==> config.mk <==
export PLATFORM = sky130hd
export DESIGN_NAME = lmc_top
export DESIGN_NICKNAME = d
export VERILOG_FILES = /design/src/rtl/lmc_pkg.sv /design/src/rtl/lmc_us_timer.sv /design/src/rtl/lmc_en_filter.sv /design/src/rtl/lmc_mode_fsm.sv /design/src/rtl/lmc_top.sv
export SDC_FILE = /design/constraint.sdc
export NUM_CORES = 1
export LEC_CHECK = 0
export BUFFER_PORTS_ARGS = -buffer_cell sky130_fd_sc_hd__buf_2
export CORE_MARGIN = 2
export CORE_UTILIZATION = 41
export DETAILED_ROUTE_END_ITERATION = 10
export SLEW_MARGIN = 10
export SYNTH_ARGS = -nofsm -noshare
export SYNTH_HDL_FRONTEND = slang
export SYNTH_SLANG_ARGS = --single-unit
==> constraint.sdc <==
create_clock -name clk -period 1.8 [get_ports clk]
set_input_delay 0.27 -clock clk [delete_from_list [all_inputs] [get_ports clk]]
set_output_delay 0.27 -clock clk [all_outputs]
set_load 0.01 [all_outputs]
==> src/rtl/lmc_pkg.sv <==
package lmc_pkg;
  typedef enum logic [1:0] {
    MODE_OFF  = 2'd0,
    MODE_SAFE = 2'd1,
    MODE_RUN  = 2'd2,
    MODE_DOZE = 2'd3
  } mode_e;
endpackage

==> src/rtl/lmc_us_timer.sv <==
module lmc_us_timer #(
  parameter int CLK_PER_US = 250,
  parameter int MAX_US     = 15,
  localparam int PW = (CLK_PER_US > 1) ? $clog2(CLK_PER_US) : 1,
  localparam int UW = $clog2(MAX_US + 1)
) (
  input  logic          clk,
  input  logic          rst_n,
  input  logic          run,
  input  logic [UW-1:0] lim_us,
  output logic          expire
);
  logic [PW-1:0] presc;
  logic [UW-1:0] us;
  logic          us_edge;

  assign us_edge = (presc == PW'(CLK_PER_US - 1));
  assign expire  = run && us_edge && (us == lim_us - UW'(1));

  always_ff @(posedge clk) begin
    if (!rst_n) begin
      presc <= '0;
      us    <= '0;
    end else if (!run || expire) begin
      presc <= '0;
      us    <= '0;
    end else if (us_edge) begin
      presc <= '0;
      us    <= us + UW'(1);
    end else begin
      presc <= presc + PW'(1);
    end
  end
endmodule

==> src/rtl/lmc_en_filter.sv <==
module lmc_en_filter #(
  parameter int CLK_PER_US = 250,
  parameter int NORM_US    = 7,
  parameter int SLEEP_US   = 7
) (
  input  logic clk,
  input  logic rst_n,
  input  logic clr,
  input  logic en_pin,
  output logic en_f,
  output logic en_fall
);
  localparam int MAXU = (NORM_US > SLEEP_US) ? NORM_US : SLEEP_US;
  localparam int UW   = $clog2(MAXU + 1);

  logic          run;
  logic          expire;
  logic [UW-1:0] lim;

  assign run = !clr && (en_pin != en_f);
  assign lim = en_f ? UW'(SLEEP_US) : UW'(NORM_US);

  lmc_us_timer #(.CLK_PER_US(CLK_PER_US), .MAX_US(MAXU)) u_timer (
    .clk    (clk),
    .rst_n  (rst_n),
    .run    (run),
    .lim_us (lim),
    .expire (expire)
  );

  always_ff @(posedge clk) begin
    if (!rst_n || clr) begin
      en_f    <= 1'b0;
      en_fall <= 1'b0;
    end else begin
      en_fall <= expire && !en_pin;
      if (expire) en_f <= en_pin;
    end
  end


  en_accept_chk: assert property (@(posedge clk) disable iff (!rst_n)
    (!$stable(en_f) && !$past(clr)) |-> $past(expire));
endmodule

==> src/rtl/lmc_mode_fsm.sv <==
module lmc_mode_fsm
  import lmc_pkg::*;
(
  input  logic  clk,
  input  logic  rst_n,
  input  logic  supply_ok,
  input  logic  en_pin,
  input  logic  txd_pin,
  input  logic  en_f,
  input  logic  en_fall,
  input  logic  bus_wake,
  input  logic  local_wake,
  output mode_e mode_q,
  output logic  wake_flag,
  output logic  wake_local
);
  mode_e nxt;
  logic  wake_any;

  assign wake_any = bus_wake || local_wake;

  always_comb begin
    nxt = mode_q;
    unique case (mode_q)
      MODE_OFF:  nxt = MODE_SAFE;
      MODE_SAFE: if (en_f) nxt = MODE_RUN;
      MODE_RUN:  if (en_fall && txd_pin) nxt = MODE_DOZE;
      MODE_DOZE: if (wake_any) nxt = MODE_SAFE;
      default:   nxt = MODE_OFF;
    endcase
    if (!supply_ok) nxt = MODE_OFF;
  end

  always_ff @(posedge clk) begin
    if (!rst_n) mode_q <= MODE_OFF;
    else        mode_q <= nxt;
  end

  always_ff @(posedge clk) begin
    if (!rst_n || !supply_ok) begin
      wake_flag  <= 1'b0;
      wake_local <= 1'b0;
    end else if (mode_q == MODE_DOZE && wake_any) begin
      wake_flag  <= 1'b1;
      wake_local <= local_wake;
    end else if (en_pin) begin
      wake_flag  <= 1'b0;
      wake_local <= 1'b0;
    end
  end


  supply_drop_chk: assert property (@(posedge clk) disable iff (!rst_n)
    !supply_ok |=> (mode_q == MODE_OFF && !wake_flag));

  power_up_chk: assert property (@(posedge clk) disable iff (!rst_n)
    (mode_q == MODE_OFF && supply_ok) |=> mode_q == MODE_SAFE);

  sleep_guard_chk: assert property (@(posedge clk) disable iff (!rst_n)
    (mode_q == MODE_RUN && en_fall && !txd_pin && supply_ok) |=> mode_q == MODE_RUN);

  local_src_chk: assert property (@(posedge clk) disable iff (!rst_n)
    (mode_q == MODE_DOZE && local_wake && supply_ok) |=> (wake_flag && wake_local && mode_q == MODE_SAFE));

  wake_origin_chk: assert property (@(posedge clk) disable iff (!rst_n)
    $rose(wake_flag) |-> $past(mode_q) == MODE_DOZE);
endmodule

==> src/rtl/lmc_top.sv <==
module lmc_top
  import lmc_pkg::*;
#(
  parameter int CLK_PER_US = 250,
  parameter int NORM_US    = 7,
  parameter int SLEEP_US   = 7
) (
  input  logic       clk,
  input  logic       rst_n,
  input  logic       supply_ok,
  input  logic       en_pin,
  input  logic       txd_pin,
  input  logic       bus_wake,
  input  logic       local_wake,
  output logic       inh_on,
  output logic       comm_en,
  output logic       rxd_wake_low,
  output logic       txd_strong_pd,
  output logic [1:0] mode
);
  logic  en_f, en_fall, wake_flag, wake_local;
  mode_e mode_q;

  lmc_en_filter #(.CLK_PER_US(CLK_PER_US), .NORM_US(NORM_US), .SLEEP_US(SLEEP_US)) u_filt (
    .clk     (clk),
    .rst_n   (rst_n),
    .clr     (!supply_ok),
    .en_pin  (en_pin),
    .en_f    (en_f),
    .en_fall (en_fall)
  );

  lmc_mode_fsm u_fsm (
    .clk        (clk),
    .rst_n      (rst_n),
    .supply_ok  (supply_ok),
    .en_pin     (en_pin),
    .txd_pin    (txd_pin),
    .en_f       (en_f),
    .en_fall    (en_fall),
    .bus_wake   (bus_wake),
    .local_wake (local_wake),
    .mode_q     (mode_q),
    .wake_flag  (wake_flag),
    .wake_local (wake_local)
  );

  assign mode          = mode_q;
  assign inh_on        = (mode_q == MODE_SAFE) || (mode_q == MODE_RUN);
  assign comm_en       = (mode_q == MODE_RUN);
  assign rxd_wake_low  = wake_flag && (mode_q == MODE_SAFE);
  assign txd_strong_pd = wake_flag && wake_local && (mode_q == MODE_SAFE);


  wake_clear_chk: assert property (@(posedge clk) disable iff (!rst_n)
    (en_pin && mode_q != MODE_DOZE) |=> !rxd_wake_low);
endmodule

==> results of run 1 <==
[cells by family after synthesis]
family                     count (synthesis)  synth area share [%]
and+or+nand+nor                           35                  22.6
AOI/OAI and AO/OA                         25                  19.2
DFF                                       17                  38.5
buffers and inverters                     11                  4.67
adders and majority gates                  7                  9.90
xor gates and xnor gates                   4                  3.96
muxes                                      1                  1.13
[cells in the final DEF, fill, tap and decap left out, types with 5 or more instances in the layout]
master / n
sky130_fd_sc_hd__dfxtp_1: 17
sky130_fd_sc_hd__buf_2: 12
sky130_fd_sc_hd__inv_1: 11
sky130_fd_sc_hd__nor2_1: 7
sky130_fd_sc_hd__nand2_1: 7
sky130_fd_sc_hd__a21oi_1: 7
sky130_fd_sc_hd__ha_1: 7
sky130_fd_sc_hd__o21ai_0: 5
[cell type report]
| cell class | count | area, sq um |
|---|---|---|
| fillers | 213 | 982 |
| clock buffers | 4 | 26.3 |
| flip-flops and latches | 17 | 340 |
| multi-input cells | 72 | 503 |
| well taps | 27 | 33.8 |
| repair buffers | 14 | 75.1 |
| inverters | 11 | 41.3 |
[registers in the layout, summed over array words and instances (netlist names)]
name / flops
u_fsm.wake_flag: 1
u_filt.en_f: 1
u_fsm.mode_q: 2
u_filt.u_timer.us: 3
u_filt.en_fall: 1
u_filt.u_timer.presc: 8
u_fsm.wake_local: 1
[final timing paths]
kind | to | slack (ns) | depth (start not counted)
worst max-delay path | txd_strong_pd | 0.24 | 4
worst min register to register | u_fsm.wake_flag | 0.48 | 2
worst min-delay path | u_filt.en_fall | 0.22 | 2
worst max register to register | u_filt.en_f | 0.25 | 4
[worst register-to-register path, cell delays in order, from the launching register on]
cell	delay [ns]
sky130_fd_sc_hd__dfxtp_1	0.41
sky130_fd_sc_hd__ha_1	0.21
sky130_fd_sc_hd__nand3b_1	0.17
sky130_fd_sc_hd__or4_4	0.53
sky130_fd_sc_hd__mux2i_1	0.13
[report_power, final]
group	total, mW	internal [mW]	switching, mW
Clock	0.199	0.0860	0.113
Sequential	0.384	0.380	0.00454
Combinational	0.0499	0.0222	0.0278
[routing by layer]
metal | vias to the layer above | GRT usage [%]
met4 | 0 | 6.76
met1 | 334 | 17.6
met5 | - | 0
li1 | 390 | -
met3 | 2 | 2.68
met2 | 9 | 23.9
[through the flow]
stage               power (mW)  setup slack [ns]
finish                   0.633             0.244
global route             0.670             0.157
CTS                      0.644             0.234
detailed placement       0.443             0.255
global placement         0.442             0.286
floorplan                0.420             0.278
==> impl_metrics.yaml, run 1 <==
global_routing:
  antenna_found_initial: 0
  grt-ovfl-total: 0
  grt_first_pass_wirelength_um: 2810
  track_usage_pct: 14.3
  grt_max_degree: 10
  grt_pass1_vias: 697
final_layout:
  area.growth.synth_to_final_pct: 15.3
  final_layout_size_suffix_gt1_share_pct: 17.8
  final_net_count: 133
  post_layout_nonfiller_instances: 145
  antennaDiodeCount: 0
  post-route-util_pct: 50.9
  final_design_instance_area_without_fill_sq_um: 1020
placed_design:
  placed_area_sq_um: 993
  post-place-cells: 141
  gpl_wtd_cong: 0.698
  detailedPlacementHpwl_um: 1180
  numPortBuffers: 12
setup_path:
  timing_worst_setup_path_type: "flop to primary output"
  critical_path.reg2reg.startpoint: "u_filt.u_timer.presc[0]"
  cell_by_cell_listing_of_the_critical_path: "inv_1, ha_1, and3_1, buf_2"
  crit_family: "flip-flops"
  critical_path.slowest_cell: "sky130_fd_sc_hd__dfxtp_1"
  critical_path_buf_inv_count: 2
  worst-path-max-fanout: 5
  worst-endpoint-arrival_ns: 1.29
  timing.critical_path.required_ns: 1.53
  critPathLaunch: "u_fsm.mode_q[1]"
  cpPeakStageDelay_ns: 0.41
  start_kind: "flop"
  cp-end-kind: "primary output"
logic_synthesis:
  synth.ff_latch_count: 17
  synth_cell_types: 32
  top_ff_cell_synth: "sky130_fd_sc_hd__dfxtp_1"
  async_reset_ff_share_pct: 0
  seq_area_frac_synth_pct: 38.5
  postSynthAreaPerCell_sq_um: 8.85
  synth.top_cell.area_share_pct: 38.5
  instance_count_of_the_mapped_netlist: 100
  synthesis.area_sq_um: 885
  synthMostInstantiatedCell: "sky130_fd_sc_hd__dfxtp_1"
  synth.cells.most_frequent: "17 x sky130_fd_sc_hd__dfxtp_1, 11 x sky130_fd_sc_hd__inv_1"
  yosys_warnings: 0
  syn_nets: 114
  yosysTopAreaCell: "sky130_fd_sc_hd__dfxtp_1"
  synth_edf_count: 0
  synth.top_cells.by_area: "sky130_fd_sc_hd__dfxtp_1 38%, sky130_fd_sc_hd__ha_1 9.9%, sky130_fd_sc_hd__inv_1 4.7%, sky130_fd_sc_hd__a21oi_1 4.0%, sky130_fd_sc_hd__nand2_1 3.0%"
die:
  start_util_pct: 44.2
  row_count: 16
  fp.coreArea_sq_um: 2000
  pin_count: 13
  die_height_um: 50.5
  fp.dieArea_sq_um: 2550
  fp.dieW_um: 50.5
drt:
  antenna_left: 0
  routed-wl-met3_um: 40
  route.detailed.wl_per_inst_um: 10.4
  detail_route.drc_violations: 0
  routed.top_layer: "met4"
  wl_met1_um: 759
  num_vias: 735
  drtPass1Iterations: 4
  violation_count_after_the_first_detailed_route_iteration: 10
  avgViaCountPerCell: 5.07
  met2_length_um: 689
  drt-total-wl_um: 1500
sta:
  setup_violations: 0
  timing.final.crit_period_ns: 1.56
  fin_setup_tns_ns: 0
  post_route_worst_hold_slack_ns: 0.222
  achievable-frequency_mhz: 643
  finalHoldViolCount: 0
  worst_slew_margin_pct: 72.6
  timing.final.max_slew_violations: 0
  fin_crit_sh_pct: 86.4
  worst_slew_pin_slew_ns: 0.410
  rsz0062_at_grt: "false"
  skew_ns: 0.00422
run:
  drv_cap: 0
clock_network:
  post_cts_hold_buffers: 0
  numCtsBuffers: 3
  post_cts.resized_instances: 0
  clock_tree.buffer_depth: 2
  postCtsSetupRepairBufs: 0
  tritoncts: "done"
  h_tree_depth: 1
  clock-root-buffer: "sky130_fd_sc_hd__clkbuf_4"
  worstSkewPairLatency_ns: 0.28
  clkTransAtPathRegs_ns: 0.10
  num_clock_sinks: 17
pwr:
  cellPowerDensity_nw_per_um2: 621
  max-vdd-ir-drop_mv: 0.363
  leakage_nw: 0.400
status:
  status: "completed"
min_path:
  min_path_type: "primary input to flop"
  timing.hold.worst.start: "en_pin"
Power figures use the tool's default switching activity.
==> run 2, diff against run 1 <==
Clock period 1.8 ns to 1.3 ns, I/O delays scaled along.
==> run 2 against run 1 <==
Effect of this change: the flow now finishes with violations (negative setup slack); clock skew fell by 0.0027 ns; highest routed layer unchanged; critical path type is now flop to flop; non-clock buffer count rose by 26; global-route usage rose by 4.3 points; power rose by 49%; first-iteration DRC count rose by 10%; core utilization rose by 21 points.
==> impl_metrics.yaml, run 2 (synthesis results as in run 1) <==
status:
  status: "complete, but fails checks"
  failing_checks: "negative setup slack"
sta:
  fin_setup_tns_ns: -0.927
  finalHoldViolCount: 0
  timing.final.max_slew_violations: 0
  timing.final.crit_period_ns: 1.46
  worst_slew_pin_slew_ns: 0.258
  achievable-frequency_mhz: 685
  worst_slew_margin_pct: 82.6
  fin_crit_sh_pct: 112
  setup_violations: 13
  post_route_worst_hold_slack_ns: 0.201
  worst_slack_ns: -0.161
  rsz0062_at_grt: "true"
  skew_ns: 0.00152
global_routing:
  grt-ovfl-total: 0
  grt_pass1_vias: 870
  grt_first_pass_wirelength_um: 3590
  grt_max_degree: 11
  antenna_found_initial: 0
  track_usage_pct: 18.6
final_layout:
  layout_top_registers: "u_filt.u_timer.presc (8), u_filt.u_timer.us (3), u_fsm.mode_q (2)"
  final_cell_mix: "24 x sky130_fd_sc_hd__buf_4, 8 x sky130_fd_sc_hd__buf_2, 8 x sky130_fd_sc_hd__buf_6"
  area.growth.synth_to_final_pct: 61.8
  antennaDiodeCount: 0
  largest_register_ffs: 8
  final_net_count: 159
  final_common_cell: "sky130_fd_sc_hd__buf_4"
  post-route-util_pct: 71.5
  largest-register: "u_filt.u_timer.presc"
  fillerInstances: 154
  final_layout_size_suffix_gt1_share_pct: 59.0
  post_layout_nonfiller_instances: 171
setup_path:
  worst-path-max-fanout: 3
  start_kind: "flop"
  timing.critical_path.required_ns: 1.53
  worst-endpoint-arrival_ns: 1.69
  cp-end-kind: "flop"
  timing_worst_setup_path_type: "flop to flop"
placed_design:
  gpl_wtd_cong: 0.787
  numPortBuffers: 12
  detailedPlacementHpwl_um: 1540
  post-place-cells: 162
drt:
  violation_count_after_the_first_detailed_route_iteration: 11
  avgViaCountPerCell: 5.01
  detail_route.drc_violations: 0
  drtPass1Iterations: 4
  drt-total-wl_um: 2110
  antenna_left: 0
  route.detailed.wl_per_inst_um: 12.3
  num_vias: 856
die:
  die_height_um: 50.5
  fp.dieW_um: 50.5
  start_util_pct: 44.2
  row_count: 16
  pin_count: 13
  fp.coreArea_sq_um: 2000
  fp.dieArea_sq_um: 2550
clock_network:
  num_clock_sinks: 17
  numCtsBuffers: 3
  tritoncts: "done"
  worstSkewPairLatency_ns: 0.29
  clock-root-buffer: "sky130_fd_sc_hd__clkbuf_4"
  clock_tree.buffer_depth: 2
  h_tree_depth: 1
  clkTransAtPathRegs_ns: 0.10
pwr:
  max-vdd-ir-drop_mv: 0.593
  leakage_nw: 0.545
  cellPowerDensity_nw_per_um2: 658
  total_power_uw: 942
min_path:
  min_path_type: "primary input to flop"
run:
  drv_cap: 0
-- run 2: changes by cell type in the layout (fill, tap and decap cells not counted), moves of 4 or more --
| cell | delta |
|---|---|
| sky130_fd_sc_hd__buf_4 | +22 |
| sky130_fd_sc_hd__dfxtp_1 | -10 |
| sky130_fd_sc_hd__buf_6 | +8 |
| sky130_fd_sc_hd__dfxtp_2 | +7 |
| sky130_fd_sc_hd__ha_1 | -7 |
| sky130_fd_sc_hd__ha_4 | +6 |
| sky130_fd_sc_hd__inv_1 | -5 |
| sky130_fd_sc_hd__inv_2 | +5 |
| sky130_fd_sc_hd__buf_2 | -4 |
-- run 2: layout make-up --
cell class	instances	area, sq um	share of cell area, %
Clock inverter	1	5.00	0.350
Tap cell	27	33.8	2.36
Sequential cell	17	360	25.2
Timing Repair Buffer	40	310	21.7
Clock buffer	3	22.5	1.57
Multi-Input combinational cell	72	658	46.0
Inverter	11	41.3	2.88
-- run 2: timing repair --
item	CTS	global route
setup buffers	5	0
hold buffers	0	0
gates cloned	0	0
endpoints found under the setup margin	15	17
gates resized for setup	21	11
pin swaps	9	3
-- run 2: per-layer routing --
layer | vias up | wire, um | track usage [%]
li1 | 450 | - | -
met1 | 390 | 966 | 21.3
met2 | 12 | 1060 | 34.6
met3 | 4 | 46 | 1.79
met4 | 0 | 36 | 8.11
met5 | - | 0 | 0
-- run 2: power breakdown --
part           switching (mW)  internal, mW
registers             0.00927         0.523
clock network           0.171         0.115
logic                  0.0593        0.0656
total                   0.239         0.703
-- run 2: final timing paths --
| check | cells after the start | from | slack (ns) | to |
|---|---|---|---|---|
| worst max-delay path | 5 | u_fsm.mode_q[1] | -0.16 | u_fsm.mode_q[1] |
| worst min-delay path | 3 | en_pin | 0.20 | u_filt.en_fall |
| worst max register to register | 5 | u_fsm.mode_q[1] | -0.16 | u_fsm.mode_q[1] |
| worst min register to register | 2 | u_fsm.wake_flag | 0.50 | u_fsm.wake_flag |
-- run 2: worst max-delay path, stage by stage (launching register included) --
cell                      delay, ns
sky130_fd_sc_hd__dfxtp_4       0.37
sky130_fd_sc_hd__buf_6         0.12
sky130_fd_sc_hd__ha_4          0.15
sky130_fd_sc_hd__nor3b_4       0.15
sky130_fd_sc_hd__or4_1         0.49
sky130_fd_sc_hd__a21oi_1       0.12
-- run 2: through the flow --
stage	instance area (sq um)	worst slack [ns]
after floorplan	962	-0.0728
after global placement	1230	-0.0637
after detailed placement	1230	-0.0927
after CTS	1390	-0.174
after global routing	1430	-0.206
final	1430	-0.161
